==> config.mk <==
export PLATFORM = sky130hd
export DESIGN_NAME = fault_guard
export DESIGN_NICKNAME = d
export VERILOG_FILES = /design/src/rtl/fg_pkg.sv /design/src/rtl/fg_rst_sync.sv /design/src/rtl/fg_persist.sv /design/src/rtl/fg_latch.sv /design/src/rtl/fault_guard.sv
export SDC_FILE = /design/constraint.sdc
export NUM_CORES = 1
export LEC_CHECK = 0
export ABC_CLOCK_PERIOD_IN_PS = 1100
export BUFFER_PORTS_ARGS = -buffer_cell sky130_fd_sc_hd__buf_2
export CORE_UTILIZATION = 53
export DETAILED_ROUTE_END_ITERATION = 12
export PLACE_DENSITY = 0.74
export SLEW_MARGIN = 5
export SYNTH_ARGS = -nofsm -noshare
export SYNTH_HDL_FRONTEND = slang
export SYNTH_SLANG_ARGS = --single-unit
==> constraint.sdc <==
create_clock -name clk -period 1.1 [get_ports clk]
set_clock_uncertainty 0.05 [all_clocks]
set_input_delay 0.055 -clock clk [delete_from_list [all_inputs] [get_ports clk]]
set_output_delay 0.055 -clock clk [all_outputs]
set_load 0.05 [all_outputs]
==> src/rtl/fg_pkg.sv <==
package fg_pkg;
  localparam int unsigned CH_LEFT  = 0;
  localparam int unsigned CH_RIGHT = 1;

  // Counter width for a persistence filter of the given length.
  function automatic int unsigned filt_cw(input int unsigned filt);
    return (filt > 2) ? $clog2(filt) : 1;
  endfunction
endpackage

==> src/rtl/fg_rst_sync.sv <==
module fg_rst_sync #(
  parameter int unsigned STAGES = 2
) (
  input  logic clk,
  input  logic rst_n,
  output logic rst_sync_n
);
  logic [STAGES-1:0] sh_q;
  logic [STAGES-1:0] sh_d;

  always_comb begin
    sh_d = {sh_q[STAGES-2:0], 1'b1};
  end

  always_ff @(posedge clk or negedge rst_n) begin
    if (!rst_n) sh_q <= '0;
    else        sh_q <= sh_d;
  end

  assign rst_sync_n = sh_q[STAGES-1];
endmodule

==> src/rtl/fg_persist.sv <==
module fg_persist
  import fg_pkg::*;
#(
  parameter int unsigned FILT = 40
) (
  input  logic clk,
  input  logic rst_n,
  input  logic en_i,
  input  logic raw_i,
  output logic hit_o
);
  localparam int unsigned CW  = filt_cw(FILT);
  localparam int unsigned TOP = (FILT > 1) ? FILT - 1 : 0;

  logic live;
  assign live = en_i & raw_i;

  generate
    if (FILT <= 1) begin : g_direct
      assign hit_o = live;
    end else begin : g_count
      logic [CW-1:0] cnt_q;
      logic [CW-1:0] cnt_d;
      logic          cnt_ce;
      logic          at_top;

      assign at_top = (cnt_q == CW'(TOP));

      always_comb begin
        cnt_ce = 1'b0;
        cnt_d  = cnt_q;
        if (!live) begin
          cnt_ce = (cnt_q != '0);
          cnt_d  = '0;
        end else if (!at_top) begin
          cnt_ce = 1'b1;
          cnt_d  = cnt_q + CW'(1);
        end
      end

      always_ff @(posedge clk or negedge rst_n) begin
        if (!rst_n)      cnt_q <= '0;
        else if (cnt_ce) cnt_q <= cnt_d;
      end

      assign hit_o = live & at_top;

      // a break in the run restarts the count
      p_run_restart_r4: assert property (@(posedge clk) disable iff (!rst_n)
        !live |=> (cnt_q == '0));
      // the count never passes the qualify point
      p_cnt_bound_r4: assert property (@(posedge clk) disable iff (!rst_n)
        cnt_q <= CW'(TOP));
    end
  endgenerate
endmodule

==> src/rtl/fg_latch.sv <==
module fg_latch (
  input  logic clk,
  input  logic rst_n,
  input  logic set_i,
  input  logic clr_i,
  output logic q_o
);
  logic q_q;
  logic q_d;
  logic q_ce;

  always_comb begin
    q_ce = clr_i | set_i;
    q_d  = clr_i ? 1'b0 : 1'b1;
  end

  always_ff @(posedge clk or negedge rst_n) begin
    if (!rst_n)    q_q <= 1'b0;
    else if (q_ce) q_q <= q_d;
  end

  assign q_o = q_q;

  // clear wins over set
  p_clear_wins_r7: assert property (@(posedge clk) disable iff (!rst_n)
    clr_i |=> !q_o);
  // held until cleared
  p_sticky_r6: assert property (@(posedge clk) disable iff (!rst_n)
    (q_o && !clr_i) |=> q_o);
endmodule

==> src/rtl/fault_guard.sv <==
module fault_guard
  import fg_pkg::*;
#(
  parameter int unsigned NCH  = 2,
  parameter int unsigned FILT = 40
) (
  input  logic           clk,
  input  logic           rst_n,
  input  logic           sleep_i,
  input  logic           mute_i,
  input  logic [NCH-1:0] oc_hs_low_i,
  input  logic [NCH-1:0] oc_ls_high_i,
  input  logic           temp_high_i,
  output logic           warn_o,
  output logic [NCH-1:0] oc_flag_o,
  output logic           temp_flag_o
);
  logic           rst_q_n;
  logic           oc_en;
  logic           tmp_en;
  logic [NCH-1:0] hs_hit;
  logic [NCH-1:0] ls_hit;
  logic [NCH-1:0] oc_set;
  logic           tmp_hit;
  logic           any_set;

  fg_rst_sync #(.STAGES(2)) u_rst (
    .clk        (clk),
    .rst_n      (rst_n),
    .rst_sync_n (rst_q_n)
  );

  // Mode gating: overcurrent needs both modes idle, thermal only needs sleep idle.
  assign oc_en  = ~mute_i & ~sleep_i;
  assign tmp_en = ~sleep_i;

  generate
    for (genvar c = 0; c < NCH; c++) begin : g_ch
      fg_persist #(.FILT(FILT)) u_hs (
        .clk   (clk),
        .rst_n (rst_q_n),
        .en_i  (oc_en),
        .raw_i (oc_hs_low_i[c]),
        .hit_o (hs_hit[c])
      );

      fg_persist #(.FILT(FILT)) u_ls (
        .clk   (clk),
        .rst_n (rst_q_n),
        .en_i  (oc_en),
        .raw_i (oc_ls_high_i[c]),
        .hit_o (ls_hit[c])
      );

      assign oc_set[c] = hs_hit[c] | ls_hit[c];

      fg_latch u_oc (
        .clk   (clk),
        .rst_n (rst_q_n),
        .set_i (oc_set[c]),
        .clr_i (sleep_i),
        .q_o   (oc_flag_o[c])
      );

      // a channel flag rises only after its own input was live
      p_oc_source_r2: assert property (@(posedge clk) disable iff (!rst_q_n)
        $rose(oc_flag_o[c]) |-> $past(oc_en && (oc_hs_low_i[c] || oc_ls_high_i[c])));
      // mute blocks any new overcurrent flag
      p_mute_gates_oc_r8: assert property (@(posedge clk) disable iff (!rst_q_n)
        mute_i |=> !$rose(oc_flag_o[c]));
    end
  endgenerate

  fg_persist #(.FILT(FILT)) u_tmp (
    .clk   (clk),
    .rst_n (rst_q_n),
    .en_i  (tmp_en),
    .raw_i (temp_high_i),
    .hit_o (tmp_hit)
  );

  fg_latch u_tmp_flag (
    .clk   (clk),
    .rst_n (rst_q_n),
    .set_i (tmp_hit),
    .clr_i (sleep_i),
    .q_o   (temp_flag_o)
  );

  assign any_set = (|oc_set) | tmp_hit;

  fg_latch u_warn (
    .clk   (clk),
    .rst_n (rst_q_n),
    .set_i (any_set),
    .clr_i (sleep_i),
    .q_o   (warn_o)
  );

  // thermal flag rises only from a live input outside sleep
  p_temp_source_r10: assert property (@(posedge clk) disable iff (!rst_q_n)
    $rose(temp_flag_o) |-> $past(temp_high_i && !sleep_i));
  // combined warning tracks the status bits
  p_warn_is_or_r11: assert property (@(posedge clk) disable iff (!rst_q_n)
    warn_o == ((|oc_flag_o) | temp_flag_o));
  // sleep leaves nothing set
  p_sleep_clears_r7: assert property (@(posedge clk) disable iff (!rst_q_n)
    sleep_i |=> (!warn_o && oc_flag_o == '0 && !temp_flag_o));
endmodule

-- Word level (Yosys, flattened, before mapping)
Cells that the tools add are included.
- equality and inequality tests: 10
- div/mod/pow operators: 0
- reductions and logical operators: 11
- shift-type cells: 0
- order comparisons: 0
- mux-type cells: 21
- multiply operators: 0
- bitwise operators: 20
- add/subtract/negate cells: 5
- operators with widths (cell ; count):
    2-to-1 mux 6 bit ; 10
    adder 6 x 1 -> 6 bit (second input constant) ; 5
    == test 6 bit (second input constant) ; 5
    nonzero test 6 bit ; 5
    bitwise AND 1 bit ; 11
    2-to-1 mux 1 bit ; 11
    != test 2 bit (second input constant) ; 5
    AND reduction 2 bit ; 5
    OR 1 bit ; 7
    NOT 1 bit ; 2
    OR reduction 2 bit ; 1
- output and inout bits: 4
- bits in registers: 36
- logic and storage cells: 77
- ROM bits: 0
- RAM bits: 0
- latch bits: 0
- memories: 0
- input bits: 9

-- Logic depth before layout (Yosys ltp)
Gate-level depths: netlist of run 1.
- depth after elaboration: 8
- gate-level depth with buffers: 6
- depth with buffers taken out: 6

-- Modules after synthesis
A second synthesis of run 1 with hierarchy kept.
- cells, all modules: 191
- area total of the unflattened synthesis: 1853.0 um^2
- by module, submodules not included (module ; sequential area each (um^2) ; cells an instance ; area each (um^2) ; instances):
    fg_persist ; 150.1 ; 35 ; 326.6 ; 5
    fg_latch ; 25.0 ; 2 ; 35.0 ; 4
    fg_rst_sync ; 50.0 ; 3 ; 53.8 ; 1
    fault_guard ; 0.0 ; 5 ; 26.3 ; 1

-- Least setup slack after synthesis of run 1
No wires, ideal clock.
- path type: register to register
- start point: register u_tmp.g_count.cnt_q[0]
- end point: register u_tmp.g_count.cnt_q[0]
- path slack: -0.357 ns
- clock period less this slack: 1.457 ns
- path buffers: 0
- required time: 0.930 ns
- library setup time: 0.120 ns
- cell stages (with the launch flop): 6
- arrival time: 1.287 ns
- cell sequence: dfrtp_1 ha_1 nand3_1 nor3_1 nor3_1 a31o_2
- longest elaborated chain between the ends: 4
- elaborated cells between the ends (all ways): 9
- those cells by class: add/sub: 1; eq/ne: 2; mux: 4; reduce/logical: 2
- ends and longest elaborated chain (element ; line ; RTL):
    start, declared ; fg_persist.sv:22 ; logic [CW-1:0] cnt_q;
    start signal, assigned ; fg_persist.sv:43 ; else if (cnt_ce) cnt_q <= cnt_d;
    parallel branches: the longest is 4 deep, another holds adder 6 x 1 -> 6 bit ; - ;
Parallel ways; which one is timed is not known. The select of a mux whose other input is x is not followed.
A chain may end at the register's enable or synchronous reset.

-- Worst setup path in the final report of run 1
- start point: register g_ch[0].u_ls.g_count.cnt_q[0]
- end point: register g_ch[0].u_ls.g_count.cnt_q[1]
- longest elaborated chain between the ends: 4
- elaborated cells between the ends (all ways): 9
- those cells by class: add/sub: 1; eq/ne: 2; mux: 4; reduce/logical: 2
- ends and longest elaborated chain (element ; line):
    start, declared ; fg_persist.sv:22
    start signal, assigned ; fg_persist.sv:43
    parallel branches: the longest is 4 deep, another holds adder 6 x 1 -> 6 bit ; -
Parallel ways; which one is timed is not known. The select of a mux whose other input is x is not followed.

==> key figures, run 1 <==
Worst setup path
  – Worst R2R Setup Slack: -0.35 ns
  – Critical Path, Cell by Cell: ha_2 > nand4_1 > buf_4 > a32o_1
  – CP Data Arrival Time: 1.65 ns
  – Crit path capture type: register
  – CP peak stage delay: 0.39 ns
  – Startpoint Class: register
  – Max FO, Critical Path: 5
  – Worst Path Class, Setup: register to register
  – Slowest-stage cell, CP: dfrtp_1
  – CP Data Required Time: approximately 1.3 ns
  – CP Buf/Inv Count: 1
  – CP top delay family: flip-flops

Floorplanning
  – FP Rows: 21
  – Die Width: slightly above 60 µm
  – Die Height: about 61 µm
  – Core Area: ~3300 µm²
  – Starting density of the core: a little under three fifths
  – Ports: 13
  – Die area: 3730 µm²

Pwr
  – Overall power: 4.34 mW
  – Worst VDD drop: 1.04 mV
  – Switching Fraction: 35.2%
  – Reg power frac: 39.4%
  – Pleak: ~1.3 nW
  – PwrDens: 1440 nW/µm²
  – Clk pwr share: 18.1%
  – Int Power: approximately 2.8 mW
  – Logic gate share of total power: 42.5%
  – Psw: 1.53 mW

Logic synthesis
  – Register bit total from synthesis: 36
  – Post-synth cell types: 35
  – Post-synth top flop: dfrtp_1
  – Most common cell in the netlist: dfrtp_1
  – Leading area contributor after synthesis: dfrtp_1
  – Sequential area share after synthesis: 48.7%
  – Proportion of netlist area held by the largest area contributor: 48.7%
  – Warnings from Yosys: 0
  – Post-synth EDFFs: 0
  – Cells after Synth: ~200
  – Cell Area, Synth: 1850 µm²
  – Commonest cells post-synth: dfrtp_1, nor2_1, nand2_1
  – Syn nets: 214
  – Syn_area_per_cell: 9.49 µm²
  – Async set-reset flop share out of synthesis: 100%
  – Main area contributors after synthesis: dfrtp_1, ha_1, nor2_1

Route
  – Avg WL per Cell: 19.6 µm
  – Vias per inst: around 6
  – ANT nets after route: 0
  – Drt first-iter violations: 123
  – DRC: 0
  – Drt pass-1 iters: 4
  – Final wirelength: about 6400 µm
  – Via count: 1,953

GRT
  – M2 GR Usage: 55.6%
  – Gr usage total: 30.4%
  – Met1 Resource Use GR: roughly a third
  – Global-route wire length before repair: 8070 µm
  – Busiest grt layer: met2
  – Vias in the first global route: 1,820
  – GRT met3 Usage: 6.30%
  – Total gr overflow: 0
  – Pin count of the biggest net entering global routing: 35
  – Initial antenna violation count: 0

Timing
  – Fin. Hold Viols: 0
  – Finish-stage setup viols: 35
  – Tcrit/Tclk final: 131%
  – Final setup TNS: -7.57 ns
  – Fmax: slightly below 700 MHz
  – Final hold slack: ~0.047 ns
  – Final Slew Violations: 0
  – Setup ws final: -0.346 ns
  – Minimum clock period after layout: 1.45 ns
  – RSZ-0062 raised after global routing: true

Cells and area
  – Filler cells: roughly 140
  – Inserted Diodes: 0
  – Fraction of layout instances using a drive strength above 1: around 55%
  – P&R area growth vs syn: 62.3%
  – Finished Cell Area: 3000 µm²
  – Finished Layout Cells: 325
  – Post-layout util: between 80% and 90%
  – Register Area: 905 µm²
  – Multi-input logic area: 1240 µm²
  – Final nets: 297

CTS
  – Root buf cell: clkbuf_4
  – Clk_lat worst skew: around 0.36 ns
  – TritonCTS clock tree: done
  – Longest Clk Path Bufs: 2
  – H-tree lvl count: 2
  – Clk sinks: 36
  – Clock transition at path regs: between 0.1 and 0.15 ns
  – Total CTS buffers: 5

Place
  – Place WS: -0.289 ns
  – HPWL Detailed: 3400 µm
  – Port-buffer cells: 12
  – Post-Place Cell Area: between 2000 and 2500 µm²
  – GP Congestion: slightly above 0.8
  – Inst Count DP: 298

Run
  – Max Cap Violations: 0

Outcome
  – Status: finished, violations left
  – Violated checks: negative setup slack

Hold path
  – Worst hold path type: input port to register
==> area by class of cell <==
class | instances | share of cell area [%]
multi-input cells | 141 | 41.5
inverters | 13 | 1.62
flip-flops and latches | 36 | 30.1
clock buffers | 7 | 1.83
repair buffers | 81 | 22.8
clock inverters | 1 | 0.250
well taps | 46 | 1.92
==> placed cells by master, fill, tap and decap left out, types with 4 or more instances in the layout <==
cell,count
a32o_1,4
buf_6,19
nand3_2,9
a21oi_2,9
ha_4,4
ha_2,6
nor2_1,15
o21ai_1,5
dlygate4sd3_1,5
xor2_1,4
buf_4,48
buf_2,8
inv_2,5
a21oi_1,4
a31oi_1,4
dfrtp_1,33
clkbuf_4,5
nand2_1,13
nand3_4,5
nand2_2,4
inv_1,8
nor2_2,4
==> flip-flops by register name (all words and copies together), names as in the netlist <==
name,count
g_ch.u_hs.g_count.cnt_q,12
g_ch.u_ls.g_count.cnt_q,12
g_ch.u_oc.q_o,2
u_rst.sh_q,2
u_tmp.g_count.cnt_q,6
u_tmp_flag.q_o,1
u_warn.q_o,1
==> kinds of logic (layout without fill, tap and decap cells) <==
family / count (synthesis) / count (layout) / share of synthesized area, %
flops: 36 / 36 / 48.7
other cells: 1 / 1 / 0.203
xor+xnor: 7 / 7 / 3.31
fa+ha+maj: 10 / 10 / 6.76
mux: 3 / 3 / 1.62
buf+inv: 18 / 102 / 4.19
simple gates: 78 / 78 / 20.8
compound gates: 42 / 42 / 14.5
==> repair_timing <==
action / 4_1_cts / 5_1_grt
pin swaps: 36 / 33
hold buffers: 5 / 0
resized for setup: 51 / 53
buffers inserted: 11 / 8
hold endpoints to repair: 7 / 0
setup endpoints to repair: 32 / 38
==> routing by layer <==
metal,part of all wire [%],routed length [µm]
met1,37,2330
met2,54,3450
met3,4.2,268
met4,5.2,329
met5,0,0
==> power groups by stage <==
stage               combinational [mW]  clock, mW  sequential (mW)
global route                      1.98      0.840             1.73
CTS                               1.57      0.773             1.66
detailed placement                1.25          0             1.65
global placement                  1.11          0             1.63
floorplan                        0.626          0             1.71
finish                            1.85      0.784             1.71
==> worst register-to-register path: stages, from the launching register on <==
cell     delay (ns)
dfrtp_1        0.39
ha_2           0.20
nand4_1        0.24
buf_4          0.22
a32o_1         0.25
==> final timing paths <==
| kind | from | endpoint | cells past startpoint |
|---|---|---|---|
| min in group asynchronous | u_rst.sh_q[1] | g_ch[1].u_oc.q_o | 1 |
| max | g_ch[0].u_ls.g_count.cnt_q[0] | g_ch[0].u_ls.g_count.cnt_q[1] | 4 |
| min | temp_high_i | u_warn.q_o | 3 |
| max reg2reg | g_ch[0].u_ls.g_count.cnt_q[0] | g_ch[0].u_ls.g_count.cnt_q[1] | 4 |
| max in group asynchronous | rst_n | u_rst.sh_q[1] | 3 |
| min reg2reg | u_rst.sh_q[1] | g_ch[1].u_oc.q_o | 1 |
Note: power is estimated with default switching activity, not from simulation.
==> inputs of run 2 (changes only) <==
==> constraint.sdc (replaced) <==
create_clock -name clk -period 1.1 [get_ports clk]
set_clock_uncertainty 0.05 [all_clocks]
set_input_delay 0.165 -clock clk [delete_from_list [all_inputs] [get_ports clk]]
set_output_delay 0.165 -clock clk [all_outputs]
set_load 0.05 [all_outputs]
==> run 2 against run 1 <==
Effect of this change:
- the flow still finishes with violations (negative setup slack)
- sequential power is essentially flat
- non-clock buffer count grew 6
- total power grew 2.9%
- combinational power grew 9%
- largest cell class unchanged
- largest power group unchanged
==> key figures, run 2 (same netlist as run 1, synthesis figures left out) <==
Run
  – Max Cap Violations: 0

Worst setup path
  – CP Data Arrival Time: 1.76 ns
  – CP peak stage delay: 0.46 ns
  – Reg2Reg Launch Point: g_ch[1].u_hs.g_count.cnt_q[1]
  – Crit path capture type: register
  – Worst Reg2Reg Path Length in Cells: 5
  – CP Buf/Inv Count: 1
  – Critical Path, Cell by Cell: ha_2 > nand4_1 > buf_4 > a2bb2oi_2 > a31oi_1
  – CP Data Required Time: 1.32 ns
  – Worst R2R Setup Slack: -0.44 ns
  – Startpoint Class: register
  – Worst Path Class, Setup: register to register
  – Reg-to-reg critical path endpoint: u_warn.q_o
  – CP Depth: 5
  – CP top delay family: flip-flops
  – Slowest-stage cell, CP: dfrtp_1
  – Max FO, Critical Path: 4

Floorplanning
  – Die Width: 61.1 µm
  – Die Height: 61.1 µm
  – FP Rows: 21
  – Die area: about 3700 µm²
  – Starting density of the core: 55.5%
  – Ports: 13
  – Core Area: between 3000 and 4000 µm²

CTS
  – Clk sinks: 36
  – Total CTS buffers: 5
  – Root buf cell: clkbuf_4
  – Longest Clk Path Bufs: 2
  – Clock transition at path regs: 0.13 ns
  – TritonCTS clock tree: done
  – Clk_lat worst skew: 0.35 ns
  – H-tree lvl count: 2

GRT
  – Global-route wire length before repair: 7760 µm
  – Total gr overflow: 0
  – Initial antenna violation count: 0
  – Pin count of the biggest net entering global routing: 35
  – Vias in the first global route: 1,844
  – Gr usage total: roughly 29%

Cells and area
  – Register Area: 905 µm²
  – Finished Cell Area: around 3000 µm²
  – Multi-input logic area: 1220 µm²
  – P&R area growth vs syn: 63.7%
  – Filler cells: 125
  – Commonest non-fill, non-tap cell in the layout: buf_4
  – Fraction of layout instances using a drive strength above 1: 55.4%
  – Most frequent cells in the layout: buf_4, dfrtp_1, buf_6, nor2_1, nand2_1
  – Post-layout util: 90.8%
  – Inserted Diodes: 0
  – Biggest regs: g_ch.u_hs.g_count.cnt_q (12), g_ch.u_ls.g_count.cnt_q (12), u_tmp.g_count.cnt_q (6)
  – Final nets: 303

Route
  – DRC: 0
  – Via count: 1,968
  – Avg WL per Cell: 19.1 µm
  – ANT nets after route: 0
  – Drt first-iter violations: ~160
  – Vias per inst: 5.95
  – Final wirelength: around 6300 µm
  – Drt pass-1 iters: 4

Hold path
  – Hold Crit Endpoint: u_tmp_flag.q_o
  – Worst hold path type: input port to register
  – Worst Hold Depth: 3
  – Hold path start: temp_high_i

Outcome
  – Status: finished, violations left
  – Violated checks: negative setup slack

Timing
  – Fmax: 651 MHz
  – Final hold slack: 0.0574 ns
  – Final setup TNS: -8.56 ns
  – Fin. Hold Viols: 0
  – Finish-stage setup viols: 37
  – Final Slew Violations: 0
  – Setup ws final: -0.437 ns
  – Tcrit/Tclk final: 140%
  – RSZ-0062 raised after global routing: true
  – Minimum clock period after layout: 1.54 ns

Place
  – Port-buffer cells: 12
  – HPWL Detailed: between 3000 and 4000 µm
  – GP Congestion: 0.792
  – Post-Place Cell Area: between 2000 and 2500 µm²

Pwr
  – Pleak: between 1 and 1.5 nW
  – Worst VDD drop: 1.24 mV
  – PwrDens: 1470 nW/µm²
run 2: worst min-delay path: stages:
cell,delay (ns)
buf_2,0.12
a21oi_2,0.06
nor2_1,0.08
run 2: metal layers:
metal / vias up / global-route usage (%) / share of wire, %
met2: 103 / 51.6 / 51
met4: 0 / 16.6 / 5.0
li1: 868 / - / -
met5: - / 0 / 0
met3: 33 / 7.77 / 5.7
met1: 964 / 31.5 / 38
run 2: worst max-delay path by stage:
stage                                  startpoint                             to  slack (ns)
floorplan                  u_tmp.g_count.cnt_q[0]         u_tmp.g_count.cnt_q[0]       -0.24
global placement           u_tmp.g_count.cnt_q[1]         u_tmp.g_count.cnt_q[0]       -0.23
detailed placement         u_tmp.g_count.cnt_q[1]         u_tmp.g_count.cnt_q[0]       -0.30
CTS                 g_ch[1].u_ls.g_count.cnt_q[1]  g_ch[1].u_ls.g_count.cnt_q[1]       -0.27
global route        g_ch[1].u_hs.g_count.cnt_q[1]                     u_warn.q_o       -0.46
finish              g_ch[1].u_hs.g_count.cnt_q[1]                     u_warn.q_o       -0.44
run 2: stage by stage:
step | setup WS [ns] | total power [mW] | std cells
6_report | -0.437 | 4.47 | 331
5_1_grt | -0.464 | 4.67 | 331
4_1_cts | -0.270 | 3.98 | 320
3_5_place_dp | -0.297 | 2.87 | 298
3_3_place_gp | -0.231 | 2.74 | 298
2_1_floorplan | -0.237 | 2.34 | 195
run 2: what timing repair did:
item                       4_1_cts  5_1_grt
pin swaps                       37       27
setup buffers                   17       15
setup endpoints to repair       37       38
hold buffers                     1        0
hold endpoints to repair         2        0
gates resized for setup         55       41
run 2: final cells by class:
class | instances | area share, %
Sequential cell | 36 | 29.9
Tap cell | 46 | 1.90
Multi-Input combinational cell | 141 | 40.4
Inverter | 13 | 1.69
Clock buffer | 5 | 1.24
Clock inverter | 3 | 0.620
Timing Repair Buffer | 87 | 24.2
run 2: report_power, final:
group / internal [mW] / switching [mW] / total (mW)
Sequential: 1.50 / 0.213 / 1.71
Combinational: 1.09 / 0.930 / 2.02
Clock: 0.246 / 0.496 / 0.741
==> inputs of run 3 (changes only) <==
==> constraint.sdc (replaced) <==
create_clock -name clk -period 1.1 [get_ports clk]
set_clock_uncertainty 0.05 [all_clocks]
set_input_delay 0.165 -clock clk [delete_from_list [all_inputs] [get_ports clk]]
set_output_delay 0.165 -clock clk [all_outputs]
set_load 0.01 [all_outputs]
==> run 3 against run 2 <==
Effect of this change:
- the run still ends with negative setup slack left
- cell count fell by 0.30%
- global-route usage rose by 0.65 points
- design area fell by 1.7%
- via count fell by 1.7%
- clock power rose by 28%
- sequential share of layout area rose by 0.47 points
- wire length fell by 0.25%
- clock-buffer cell count rose by 1
- critical path depth did not move
- utilization fell by 1.5 points
- critical path type unchanged
- largest cell class unchanged
- largest power group unchanged
- highest routed layer unchanged
==> key figures, run 3 (same netlist as run 1, synthesis figures left out) <==
GRT
  – GRT met3 Usage: ~6.5%
  – Initial antenna violation count: 0
  – Gr usage total: 29.8%
  – Vias in the first global route: 1,807
  – Total gr overflow: 0
  – Busiest grt layer: met2
  – Pin count of the biggest net entering global routing: 35
  – Global-route wire length before repair: about 8000 µm
  – M2 GR Usage: slightly above 50%
  – Met1 Resource Use GR: 36.3%

Worst setup path
  – Worst Path Class, Setup: register to register
  – Startpoint Class: register
  – Slowest-stage cell, CP: dfrtp_1
  – CP peak stage delay: 0.43 ns
  – CP Data Arrival Time: 1.63 ns
  – CP Data Required Time: 1.29 ns
  – Worst R2R Setup Slack: -0.34 ns
  – Crit path capture type: register
  – Max FO, Critical Path: 2
  – Critical Path, Cell by Cell: nor2_2 > nand4_1 > buf_4 > nor3b_1 > a21o_1

Timing
  – RSZ-0062 raised after global routing: true
  – Tcrit/Tclk final: 131%
  – Final hold slack: 0.0548 ns
  – Final Slew Violations: 0
  – Fmax: about 700 MHz
  – Setup ws final: -0.342 ns
  – Final setup TNS: -7.22 ns
  – Minimum clock period after layout: 1.44 ns
  – Finish-stage setup viols: 38
  – Fin. Hold Viols: 0

Floorplanning
  – Die Height: 61.1 µm
  – FP Rows: 21
  – Ports: 13
  – Die Width: 61.1 µm
  – Die area: 3730 µm²
  – Core Area: approximately 3300 µm²
  – Starting density of the core: approximately 55%

Route
  – Vias per inst: 5.86
  – ANT nets after route: 0
  – Avg WL per Cell: 19.1 µm
  – DRC: 0
  – Final wirelength: 6300 µm
  – Via count: 1,934
  – Drt pass-1 iters: 4
  – Drt first-iter violations: 153

Place
  – HPWL Detailed: 3210 µm
  – Port-buffer cells: 12
  – Inst Count DP: 300
  – Place WS: -0.300 ns
  – GP Congestion: 0.790
  – Post-Place Cell Area: 2410 µm²

Cells and area
  – P&R area growth vs syn: 60.9%
  – Inserted Diodes: 0
  – Biggest regs: g_ch.u_hs.g_count.cnt_q (12), g_ch.u_ls.g_count.cnt_q (12), u_tmp.g_count.cnt_q (6)
  – Post-layout util: 89.2%
  – Multi-input logic area: 1180 µm²
  – Commonest non-fill, non-tap cell in the layout: buf_4
  – Fraction of layout instances using a drive strength above 1: 52.8%
  – Register Area: ~900 µm²
  – Most frequent cells in the layout: buf_4, dfrtp_1, buf_6, nor2_1, inv_1
  – Finished Layout Cells: 330
  – Final nets: slightly above 300
  – Filler cells: 151
  – Finished Cell Area: between 2000 and 3000 µm²

CTS
  – Longest Clk Path Bufs: 2
  – H-tree lvl count: 2
  – Total CTS buffers: 5
  – Clk_lat worst skew: 0.35 ns
  – TritonCTS clock tree: done
  – Clock transition at path regs: 0.12 ns
  – Root buf cell: clkbuf_4
  – Clk sinks: 36

Pwr
  – Worst VDD drop: 1.27 mV
  – Pleak: 1.33 nW
  – Overall power: around 4.3 mW
  – PwrDens: ~1400 nW/µm²

Outcome
  – Status: finished, violations left
  – Violated checks: negative setup slack

Run
  – Max Cap Violations: 0

Hold path
  – Worst hold path type: input port to register
## run 3: changes by cell type in the layout (fill, tap and decap cells not counted), moves of 3 or more
| cell | change |
|---|---|
| ha_4 | -4 |
| buf_2 | +4 |
| nand2_4 | +3 |
| nor2_2 | +3 |
| inv_1 | +3 |
| buf_4 | -4 |
| ha_2 | +3 |
## run 3: metal layers
layer	vias up	part of all wire (%)
met4	0	3.8
met3	31	5.5
met1	952	38
met5	-	0
li1	869	-
met2	82	52
## run 3: path summary, 6_finish.rpt
kind                                                from                             to  depth (start not counted)
max in group asynchronous                  u_rst.sh_q[1]         u_tmp.g_count.cnt_q[2]                          1
setup reg to reg           g_ch[0].u_ls.g_count.cnt_q[4]  g_ch[0].u_ls.g_count.cnt_q[0]                          5
min in group asynchronous                          rst_n                  u_rst.sh_q[1]                          2
setup / recovery           g_ch[0].u_ls.g_count.cnt_q[4]  g_ch[0].u_ls.g_count.cnt_q[0]                          5
hold / removal                               temp_high_i                 u_tmp_flag.q_o                          3
hold reg to reg                            u_rst.sh_q[1]  g_ch[0].u_ls.g_count.cnt_q[2]                          1
## run 3: critical path: cells and delay by family, from the launching register on
family          cells  cell delay (ns)
compound gates      1             0.17
buf+inv             1             0.18
flops               1             0.43
simple gates        3             0.51
## run 3: timing repair
action | 4_1_cts | 5_1_grt
endpoints found under the hold margin | 2 | 0
resized for setup | 45 | 35
hold buffers | 1 | 0
buffers inserted | 21 | 7
endpoints found under the setup margin | 38 | 38
pin swaps | 40 | 24
## run 3: cell type report
cell class              count  area share [%]
clock inverters             2            1.18
repair buffers             86            23.9
multi-input cells         141            39.6
well taps                  46            1.93
inverters                  13            1.64
flip-flops and latches     36            30.3
clock buffers               6            1.39
## run 3: report_power, final
group / switching, mW / internal, mW / leakage, nW / total, mW
registers: 0.158 / 1.49 / 0.489 / 1.65
logic: 0.800 / 0.916 / 0.804 / 1.72
clock network: 0.468 / 0.476 / 0.0422 / 0.945
total: 1.43 / 2.89 / 1.33 / 4.31
